<file path="src/rtl/tlb_sel_pkg.sv">
package tlb_sel_pkg;

    // Scope encoding: bit 1 = page operand given, bit 0 = identifier operand given.
    typedef enum logic [1:0] {
        SCOPE_ALL       = 2'b00,
        SCOPE_ASID      = 2'b01,
        SCOPE_PAGE      = 2'b10,
        SCOPE_PAGE_ASID = 2'b11
    } inv_scope_e;

    function automatic inv_scope_e scope_of(input logic use_va, input logic use_asid);
        return inv_scope_e'({use_va, use_asid});
    endfunction

endpackage

</file>
<file path="src/rtl/tlb_inv_match.sv">
module tlb_inv_match
    import tlb_sel_pkg::*;
#(
    parameter int ENTRIES = 8,
    parameter int VPN_W   = 20,
    parameter int ASID_W  = 9
) (
    input  logic                           inv_valid,
    input  logic                           inv_use_va,
    input  logic [VPN_W-1:0]               inv_vpn,
    input  logic                           inv_use_asid,
    input  logic [ASID_W-1:0]              inv_asid,
    input  logic [ENTRIES-1:0]             ent_vld,
    input  logic [ENTRIES-1:0]             ent_glb,
    input  logic [ENTRIES-1:0][VPN_W-1:0]  ent_vpn,
    input  logic [ENTRIES-1:0][ASID_W-1:0] ent_asid,
    output logic [ENTRIES-1:0]             kill
);
    inv_scope_e scope;
    assign scope = scope_of(inv_use_va, inv_use_asid);

    for (genvar g = 0; g < ENTRIES; g++) begin : g_slot
        logic page_eq;
        logic asid_eq;
        assign page_eq = (ent_vpn[g] == inv_vpn);
        assign asid_eq = (ent_asid[g] == inv_asid);
        always_comb begin
            unique case (scope)
                SCOPE_PAGE_ASID: kill[g] = page_eq && asid_eq && !ent_glb[g];
                SCOPE_PAGE:      kill[g] = page_eq;
                SCOPE_ASID:      kill[g] = asid_eq && !ent_glb[g];
                default:         kill[g] = 1'b1;
            endcase
            kill[g] = kill[g] && inv_valid && ent_vld[g];
        end
    end
endmodule

</file>
<file path="src/rtl/tlb_lookup_match.sv">
module tlb_lookup_match #(
    parameter int ENTRIES = 8,
    parameter int VPN_W   = 20,
    parameter int ASID_W  = 9
) (
    input  logic [VPN_W-1:0]               req_vpn,
    input  logic [ASID_W-1:0]              req_asid,
    input  logic [ENTRIES-1:0]             ent_vld,
    input  logic [ENTRIES-1:0]             ent_glb,
    input  logic [ENTRIES-1:0][VPN_W-1:0]  ent_vpn,
    input  logic [ENTRIES-1:0][ASID_W-1:0] ent_asid,
    output logic [ENTRIES-1:0]             hit_vec
);
    for (genvar g = 0; g < ENTRIES; g++) begin : g_cmp
        assign hit_vec[g] = ent_vld[g] && (ent_vpn[g] == req_vpn) &&
                            (ent_glb[g] || (ent_asid[g] == req_asid));
    end
endmodule

</file>
<file path="src/rtl/tlb_victim_pick.sv">
module tlb_victim_pick #(
    parameter int ENTRIES = 8,
    parameter int IDX_W   = 3
) (
    input  logic [ENTRIES-1:0] occupied,
    input  logic [IDX_W-1:0]   rr_ptr,
    output logic [IDX_W-1:0]   victim,
    output logic               take_rr
);
    always_comb begin
        take_rr = &occupied;
        victim  = rr_ptr;
        for (int i = ENTRIES - 1; i >= 0; i--) begin
            if (!occupied[i]) victim = IDX_W'(i);
        end
    end
endmodule

</file>
<file path="src/rtl/tlb_sel_flush.sv">
module tlb_sel_flush #(
    parameter int ENTRIES = 8,
    parameter int VPN_W   = 20,
    parameter int ASID_W  = 9,
    parameter int PPN_W   = 22,
    parameter int PERM_W  = 4
) (
    input  logic              clk,
    input  logic              rst_n,
    input  logic              lk_valid,
    input  logic [VPN_W-1:0]  lk_vpn,
    input  logic [ASID_W-1:0] lk_asid,
    input  logic              rf_valid,
    input  logic [VPN_W-1:0]  rf_vpn,
    input  logic [ASID_W-1:0] rf_asid,
    input  logic              rf_global,
    input  logic [PPN_W-1:0]  rf_ppn,
    input  logic [PERM_W-1:0] rf_perm,
    input  logic              inv_valid,
    input  logic              inv_use_va,
    input  logic [VPN_W-1:0]  inv_vpn,
    input  logic              inv_use_asid,
    input  logic [ASID_W-1:0] inv_asid,
    output logic              rsp_valid,
    output logic              rsp_hit,
    output logic [PPN_W-1:0]  rsp_ppn,
    output logic [PERM_W-1:0] rsp_perm
);
    localparam int IDX_W = (ENTRIES > 1) ? $clog2(ENTRIES) : 1;
    localparam logic [IDX_W-1:0] LAST_IDX = IDX_W'(ENTRIES - 1);

    typedef struct packed {
        logic              vld;
        logic              glb;
        logic [ASID_W-1:0] asid;
        logic [VPN_W-1:0]  vpn;
        logic [PPN_W-1:0]  ppn;
        logic [PERM_W-1:0] perm;
    } slot_t;

    typedef struct packed {
        slot_t [ENTRIES-1:0] tbl;
        logic [IDX_W-1:0]    rr;
        logic                rsp_vld;
        logic                rsp_hit;
        logic [PPN_W-1:0]    rsp_ppn;
        logic [PERM_W-1:0]   rsp_perm;
    } state_t;

    state_t st_d, st_q;

    logic [ENTRIES-1:0]             vld_q_v, glb_q_v, post_vld_v, kill_v, hit_v;
    logic [ENTRIES-1:0][VPN_W-1:0]  vpn_q_v;
    logic [ENTRIES-1:0][ASID_W-1:0] asid_q_v;
    logic [IDX_W-1:0]               victim;
    logic                           take_rr;

    always_comb begin
        for (int i = 0; i < ENTRIES; i++) begin
            vld_q_v[i]  = st_q.tbl[i].vld;
            glb_q_v[i]  = st_q.tbl[i].glb;
            vpn_q_v[i]  = st_q.tbl[i].vpn;
            asid_q_v[i] = st_q.tbl[i].asid;
        end
    end

    tlb_inv_match #(.ENTRIES(ENTRIES), .VPN_W(VPN_W), .ASID_W(ASID_W)) i_inv (
        .inv_valid    (inv_valid),
        .inv_use_va   (inv_use_va),
        .inv_vpn      (inv_vpn),
        .inv_use_asid (inv_use_asid),
        .inv_asid     (inv_asid),
        .ent_vld      (vld_q_v),
        .ent_glb      (glb_q_v),
        .ent_vpn      (vpn_q_v),
        .ent_asid     (asid_q_v),
        .kill         (kill_v)
    );

    assign post_vld_v = vld_q_v & ~kill_v;

    tlb_lookup_match #(.ENTRIES(ENTRIES), .VPN_W(VPN_W), .ASID_W(ASID_W)) i_lkup (
        .req_vpn  (lk_vpn),
        .req_asid (lk_asid),
        .ent_vld  (post_vld_v),
        .ent_glb  (glb_q_v),
        .ent_vpn  (vpn_q_v),
        .ent_asid (asid_q_v),
        .hit_vec  (hit_v)
    );

    tlb_victim_pick #(.ENTRIES(ENTRIES), .IDX_W(IDX_W)) i_victim (
        .occupied (post_vld_v),
        .rr_ptr   (st_q.rr),
        .victim   (victim),
        .take_rr  (take_rr)
    );

    always_comb begin
        logic [IDX_W-1:0] sel;
        st_d = st_q;
        // invalidate first
        for (int i = 0; i < ENTRIES; i++) begin
            st_d.tbl[i].vld = post_vld_v[i];
        end
        // lookup against post-invalidate state, lowest index wins
        sel = '0;
        for (int i = ENTRIES - 1; i >= 0; i--) begin
            if (hit_v[i]) sel = IDX_W'(i);
        end
        st_d.rsp_vld  = lk_valid;
        st_d.rsp_hit  = lk_valid && (|hit_v);
        st_d.rsp_ppn  = st_d.rsp_hit ? st_q.tbl[sel].ppn  : '0;
        st_d.rsp_perm = st_d.rsp_hit ? st_q.tbl[sel].perm : '0;
        // refill last
        if (rf_valid) begin
            st_d.tbl[victim] = '{vld: 1'b1, glb: rf_global, asid: rf_asid,
                                 vpn: rf_vpn, ppn: rf_ppn, perm: rf_perm};
            if (take_rr) begin
                st_d.rr = (st_q.rr == LAST_IDX) ? '0 : st_q.rr + 1'b1;
            end
        end
    end

    always_ff @(posedge clk) begin
        if (!rst_n) st_q <= '0;
        else        st_q <= st_d;
    end

    assign rsp_valid = st_q.rsp_vld;
    assign rsp_hit   = st_q.rsp_hit;
    assign rsp_ppn   = st_q.rsp_ppn;
    assign rsp_perm  = st_q.rsp_perm;

    // answer exactly one cycle after the request
    p_rsp_follows_req_r2: assert property (@(posedge clk) disable iff (!rst_n)
        lk_valid |=> rsp_valid);
    p_no_rsp_without_req_r2: assert property (@(posedge clk) disable iff (!rst_n)
        !lk_valid |=> !rsp_valid);
    // miss returns zeros
    p_miss_zero_r2: assert property (@(posedge clk) disable iff (!rst_n)
        (rsp_valid && !rsp_hit) |-> (rsp_ppn == '0 && rsp_perm == '0));
    // flush-everything leaves nothing valid
    p_flush_all_r7: assert property (@(posedge clk) disable iff (!rst_n)
        (inv_valid && !inv_use_va && !inv_use_asid && !rf_valid) |=> (vld_q_v == '0));
    // lookup in the cycle of a full flush cannot hit
    p_lookup_after_flush_r8: assert property (@(posedge clk) disable iff (!rst_n)
        (inv_valid && !inv_use_va && !inv_use_asid && lk_valid) |=> !rsp_hit);
    // refill into a non-full cache grows occupancy by one
    p_refill_grows_r9: assert property (@(posedge clk) disable iff (!rst_n)
        (rf_valid && !inv_valid && !(&vld_q_v)) |=>
        ($countones(vld_q_v) == $past($countones(vld_q_v)) + 1));

    for (genvar g = 0; g < ENTRIES; g++) begin : g_chk
        // identifier-scoped flush keeps global slots
        p_global_kept_r6: assert property (@(posedge clk) disable iff (!rst_n)
            (inv_valid && !inv_use_va && inv_use_asid && !rf_valid &&
             vld_q_v[g] && glb_q_v[g]) |=> vld_q_v[g]);
    end
endmodule

</file>
<file path="config.mk">
export PLATFORM = sky130hd
export DESIGN_NAME = tlb_sel_flush
export DESIGN_NICKNAME = d
export VERILOG_FILES = /design/src/rtl/tlb_sel_pkg.sv /design/src/rtl/tlb_inv_match.sv /design/src/rtl/tlb_lookup_match.sv /design/src/rtl/tlb_victim_pick.sv /design/src/rtl/tlb_sel_flush.sv
export SDC_FILE = /design/constraint.sdc
export NUM_CORES = 1
export LEC_CHECK = 0
export ABC_AREA = 0
export BUFFER_PORTS_ARGS = -buffer_cell sky130_fd_sc_hd__buf_2
export CAP_MARGIN = 10
export CORE_MARGIN = 5
export CORE_UTILIZATION = 25
export CTS_BUF_LIST = sky130_fd_sc_hd__clkbuf_4 sky130_fd_sc_hd__clkbuf_8 sky130_fd_sc_hd__clkbuf_16
export DETAILED_ROUTE_END_ITERATION = 16
export PLACE_DENSITY = 0.4
export SETUP_SLACK_MARGIN = 0.05
export SLEW_MARGIN = 20
export SYNTH_ARGS = -nofsm -noshare
export SYNTH_HDL_FRONTEND = slang
export SYNTH_SLANG_ARGS = --single-unit
</file>
<file path="constraint.sdc">
create_clock -name clk -period 4.5 [get_ports clk]
set_clock_uncertainty 0.05 [all_clocks]
set_input_delay 0.675 -clock clk [delete_from_list [all_inputs] [get_ports clk]]
set_output_delay 0.675 -clock clk [all_outputs]
set_load 0.03 [all_outputs]
</file>
---- Word level (Yosys, flattened, before mapping) ----
Cells that the tools add are included.
word-level totals
  register bits after elaboration ......... 487
  input bits .............................. 121
  output and inout bits ................... 28
  word-level logic and storage cells ...... 205
cells by class
  add/sub/neg operators ................... 1
  $lt $le $gt $ge ......................... 3
  equal/unequal tests ..................... 36
  mux-type cells .......................... 32
  bitwise logic cells ..................... 2
  reductions and logical operators ........ 78
operators by type and width
  kind                                                                                  count
  459-bit 2-to-1 mux                                                                    1
  456-bit bitwise mux                                                                   1
  20-bit == test                                                                        16
  57-bit binary-select mux with 3-bit select                                            1
  57-bit demux with 3-bit select                                                        1
  9-bit == test                                                                         16
  1-bit logical AND                                                                     58
  57-bit 2-to-1 mux                                                                     1
  3-bit 2-to-1 mux                                                                      18
  26-bit 2-to-1 mux                                                                     1
  1-bit one-hot mux with 3 select lines                                                 8
  9-bit AND reduction                                                                   1
  8-bit bitwise AND                                                                     1
  1-bit zero test                                                                       8
  1-bit logical OR                                                                      8
  3-bit by 4-bit less-than comparator with 1-bit output (second input constant)         2
  8-bit NOT                                                                             1
  8-bit AND reduction                                                                   1
  8-bit OR reduction                                                                    1
  2-bit == test (second input constant)                                                 2
  3-bit by 1-bit adder with 3-bit output (second input constant)                        1
  3-bit == test (second input constant)                                                 1
  3-bit by 1-bit greater-or-equal comparator with 1-bit output (second input constant)  1
  2-bit by 1-bit == test with 1-bit output (second input constant)                      1
  2-bit AND reduction                                                                   1

---- Logic depth before layout (Yosys ltp) ----
  word-level depth ........................ 22
  mapped depth ............................ 14
  gate-level depth less buffers ........... 9

---- By module ----
Synthesis repeated with hierarchy kept, for this count alone.
unflattened totals
  cells, all modules ...................... 3087
  area, all modules ....................... 25654.6 um^2
modules (own cells, without submodules)
  module            instances  cells an instance  area each (um^2)  seq. area each (um^2)
  tlb_sel_flush     1          2363               19746.4           9749.4
  tlb_lookup_match  1          349                2990.4            0.0
  tlb_inv_match     1          360                2839.0            0.0
  tlb_victim_pick   1          15                 78.8              0.0

---- Worst setup path before layout ----
OpenSTA, ideal clock, no wires.
  path kind ............................... input to register
  start ................................... in lk_vpn[2]
  end ..................................... reg st_q (netlist bit rsp_ppn[10])
  setup time .............................. 138 ps
  arrival time ............................ 3155 ps
  data required time ...................... 4312 ps
  path slack .............................. 1157 ps
  stages .................................. 12
  path buffers ............................ 3
  path through ............................ clkbuf_1 xor2_1 nor4_1 nand3_1 nor4_1 o211ai_1 a311o_1 a2111o_1 buf_6 buf_6 o221ai_2 o221ai_1
on the way
  longest elaborated chain between the ends .. 13
  elaborated cells on any way between the ends .. 37
  those cells by class .................... eq/ne (8); mux (10); reduce/logical (19)
RTL lines
  item                                        line                    source
  start, declared                             tlb_sel_flush.sv:11     input logic [VPN_W-1:0] lk_vpn,
  20-bit == test                              tlb_lookup_match.sv:15  assign hit_vec[g] = ent_vld[g] && (ent_vpn[g] == req_vpn) &&
  1-bit logical AND (2 in series)             tlb_lookup_match.sv:15
  3-bit 2-to-1 mux (8 in series)              tlb_sel_flush.sv:109    if (hit_v[i]) sel = IDX_W'(i);
  57-bit binary-select mux with 3-bit select  tlb_sel_flush.sv:113    st_d.rsp_ppn = st_d.rsp_hit ? st_q.tbl[sel].ppn : '0;
  26-bit 2-to-1 mux                           --
  end signal, assigned                        tlb_sel_flush.sv:127    else st_q <= st_d;
  end, declared                               tlb_sel_flush.sv:50     state_t st_d, st_q;
Several ways; a longest one is shown, not always the timed one. The select of a mux whose other input is x is not followed.
A chain may end at the register's enable or synchronous reset.

==> results list <==
* Outcome: finished, final reports clean
* Count of max-cap constraint violations: 0
- Data arrival, critical path: 4250 ps
- Maximum achievable frequency: 0.263 GHz
- After clock tree synthesis, the clock-pin slew on the worst setup and hold paths is 60 ps.
* Proportion of synthesized chip area in sequential cells: 39.2%
- DRC marker count from the first detailed-route iteration: 1383
- During I/O placement, the number of pins put on the boundary was 149.
- Counting every net in the synthesized netlist gives 2733.
- Vias in the first global route: 19900
- Leading cell type in the layout, fill and taps excluded: sky130_fd_sc_hd__nand2_1
* Area share of the leading cell type in the synthesized netlist: 39.2%
- Starting Density: 25.3%
- Switching portion of total power: 26.4%
- During synthesis, Yosys emitted a total of 0 warnings.
- Shortest clock period the worst path allows after layout: 3810 ps
* Number of detailed-route iterations in the first pass: 5
- Classification of the worst-slack hold path: input port to register
- The worst-case IR drop observed on VDD is 0.297 mV.
- Vias post-DR: 19300
- CTS tree: done
- Clock sink count: 487
* Logic gate share of total power: 10.3%
- Entering global routing, the biggest net connects 140 pins.
- Met3 Track Usage GR: 3.03%
- First-pass GRT wire length: 138000 um
- The path with the worst hold slack has its endpoint at st_q[87]$_SDFF_PN0_.
- In this run, post-CTS repair resized a total of 0 instances.
* Synth area leaders: sky130_fd_sc_hd__dfxtp_1, sky130_fd_sc_hd__mux2i_1, sky130_fd_sc_hd__xor2_1
- Overall overflow remaining after global route: 0
* Library cell occupying the most area in the post-synthesis netlist: sky130_fd_sc_hd__dfxtp_1
* Number of unique standard cell types used by synthesis: 55
- Seq cells post-synth: 487
- Final-report max-slew violation count: 0
- Cell internal power was estimated by the tool at 7860 uW.
* Post-layout instance count excluding filler cells: 4002
* P_sw: 2810 uW
- The share of total power dissipated in sequential elements is 42.4%.
- Area of the placeable core: 98600 um2
- The number of hold violations in the final report was 0.
* Number of antenna violations at the first check in global routing: 6
- Post-synth top flop: sky130_fd_sc_hd__dfxtp_1
- For this run, the post-layout net count is 2788.
- The synthesized netlist devotes 6.60% of its cell area to compound gates.
- Sum of routed wire length over all layers: 94600 um
- Post-CTS repair timing setup buffer count: 0
- CP required: 4940 ps
- Setup Total Neg Slack: 0 ps
* Synthesized area per cell: 9.54 um2
- After Yosys synthesis, full adders, half adders and majority gates account for 0.101% of the synthesized area.
- Drt drc: 0
* Root buf cell: sky130_fd_sc_hd__clkbuf_16
- Combinational family with the most area after synthesis: multiplexers
* DIE AREA: 106000 um2
* Async SR Flop Fraction: 0%
- Area share of xor/xnor cells in the synthesized design: 16.3%
* Antenna Violating Nets Remaining: 0
- Final weighted congestion of routability-driven global placement: 0.934
- The synthesized design contains 0 enable-type register cells.
* Static leakage: 0.0113 uW
- Classification of the worst setup path: register to register
- Of the cells placed in the final design, the portion with a size suffix greater than 1 is 13.8%.
* Post-cts hold buffer count: 0
- The clock reaches the later pin of the worst-skew pair after 680 ps.
* Count of endpoints failing setup in the final report: 0
* Most utilized layer in the global route result: met2
* Met1 Usage GRT: 24.1%
- The number of placed instances, taps included, is 3891.
* Max Fanout on Critical Path: 26
* Critical Path End Type: register
* Relative slew slack: 29.2%
- Most used cells in the layout excluding fill and tap cells: sky130_fd_sc_hd__nand2_1, sky130_fd_sc_hd__dfxtp_1, sky130_fd_sc_hd__mux2i_1
- Worst-margin pin slew: 1050 ps
- Die width: 326 um
- Fraction of met2 tracks used by global routing: 27.3%
- For flop-to-flop paths, the worst setup slack is 690 ps.
- Compared with the post-synthesis result, the final layout area differs by 16.5%.
* Hold depth: 2
- GRT Overall Usage: 17.3%
- Using the TritonRoute via totals, the vias-per-cell ratio works out to 4.81.
* Max clock buf depth: 3
- Setup repair after global routing left no endpoint under its margin.
- Average detailed-routed wire length per instance: 23.7 um
* Crit share post-route: 84.6%
- The worst hold path begins at rf_valid.
- Synthesis handed over a netlist of 2610 instances.
- The count of buffers added on input and output ports is 148.
- Std cell rows: 115
* Clock network power share: 47.3%
- Pwr Density: 368 nW/um2
- Fraction of synthesized area in multiplexers: 19.2%
- The worst setup path is launched from a register.
- In this run the cell area of the synthesized design comes to 24900 um2.
- Total CTS buffers: 59
- Of the total synthesized cell area, the portion taken by AND, OR, NAND and NOR gates is 13.5%.
* Depth of the worst register-to-register path: 10
- Measured along the y axis, the die boundary spans 326 um.
- H-tree Lvls: 2
- Post-DP HPWL: 66400 um
-- cell families (layout without fill, tap and decap cells) --
family	Yosys count	after routing
buffers and inverters	234	338
multiplexers	477	477
flip-flops	487	487
other	0	1
XOR/XNOR	464	464
AO/OA/AOI/OAI	199	199
AND/OR/NAND/NOR	747	747
adder cells (fa/ha/maj)	2	2
-- cell type report --
| class | count | area (um2) |
|---|---|---|
| fillers | 10300 | 69500 |
| well taps | 1287 | 1610 |
| inverters | 7 | 26.3 |
| clock inverters | 22 | 234 |
| multi-input cells | 1889 | 13900 |
| clock buffers | 88 | 1840 |
| flip-flops and latches | 487 | 9750 |
| diodes | 1 | 2.50 |
| repair buffers | 221 | 1610 |
-- power groups by stage --
| stage | logic, uW | clock network, uW | registers [uW] |
|---|---|---|---|
| finish | 1100 | 5050 | 4530 |
| global route | 1170 | 5370 | 4540 |
| CTS | 1110 | 5190 | 4530 |
| detailed placement | 1100 | 0 | 4620 |
| global placement | 1100 | 0 | 4620 |
| floorplan | 704 | 0 | 4580 |
-- metrics by stage --
step	area [um2]	util (%)	setup WS, ps	hold slack (ps)	power [uW]
after floorplan	24900	-	1160	380	5290
after global placement	26900	27.3	316	387	5710
after detailed placement	26900	27.3	266	393	5720
after CTS	29000	29.4	755	190	10800
after global routing	29000	29.4	479	223	11100
final	29000	29.4	691	241	10700
-- worst max-delay path, cell delays in order, from the launching register on --
cell and delay, ps:
sky130_fd_sc_hd__dfxtp_1 350, sky130_fd_sc_hd__xor2_1 170, sky130_fd_sc_hd__nor4_1 540, sky130_fd_sc_hd__nand3_1 310, sky130_fd_sc_hd__o31a_1 420, sky130_fd_sc_hd__o21ai_2 250
sky130_fd_sc_hd__o21ai_1 130, sky130_fd_sc_hd__a21oi_1 570, sky130_fd_sc_hd__o211ai_1 270, sky130_fd_sc_hd__buf_4 370, sky130_fd_sc_hd__mux2i_1 180
-- worst max path at each step --
stage / endpoint / slack, ps / depth (start not counted)
after detailed placement: rsp_perm[1]$_SDFF_PN0_ / 270 / 11
after floorplan: rsp_ppn[10]$_SDFF_PN0_ / 1160 / 12
final: register / 690 / 10
after global routing: register / 480 / 10
after CTS: rsp_ppn[11]$_SDFF_PN0_ / 760 / 10
after global placement: rsp_ppn[21]$_SDFF_PN0_ / 320 / 11
-- metal layers --
layer	wire length (um)	part of all wire (%)	vias up
met4	2860	3.0	4
met5	27	0.029	-
met3	5220	5.5	162
met1	44500	47	9530
met2	42000	44	529
li1	-	-	9034
-- synthesized netlist by cell type (5+ instances only) --
cell type,n
sky130_fd_sc_hd__nand2_1,521
sky130_fd_sc_hd__dfxtp_1,487
sky130_fd_sc_hd__mux2i_1,477
sky130_fd_sc_hd__xor2_1,259
sky130_fd_sc_hd__xnor2_1,205
sky130_fd_sc_hd__clkbuf_1,83
sky130_fd_sc_hd__buf_2,76
sky130_fd_sc_hd__nor4_1,67
sky130_fd_sc_hd__and3_1,52
sky130_fd_sc_hd__buf_4,51
sky130_fd_sc_hd__nand4_1,50
sky130_fd_sc_hd__o221ai_1,32
sky130_fd_sc_hd__a211oi_1,30
sky130_fd_sc_hd__o21ai_0,29
sky130_fd_sc_hd__a21boi_0,26
sky130_fd_sc_hd__o221ai_2,20
sky130_fd_sc_hd__nor3_1,18
sky130_fd_sc_hd__buf_6,16
sky130_fd_sc_hd__nand3_1,11
sky130_fd_sc_hd__o21a_1,9
sky130_fd_sc_hd__a31oi_1,7
sky130_fd_sc_hd__a41oi_1,7
sky130_fd_sc_hd__and2_1,6
sky130_fd_sc_hd__inv_1,6
sky130_fd_sc_hd__or2_2,5
Power figures use the tool's default switching activity.
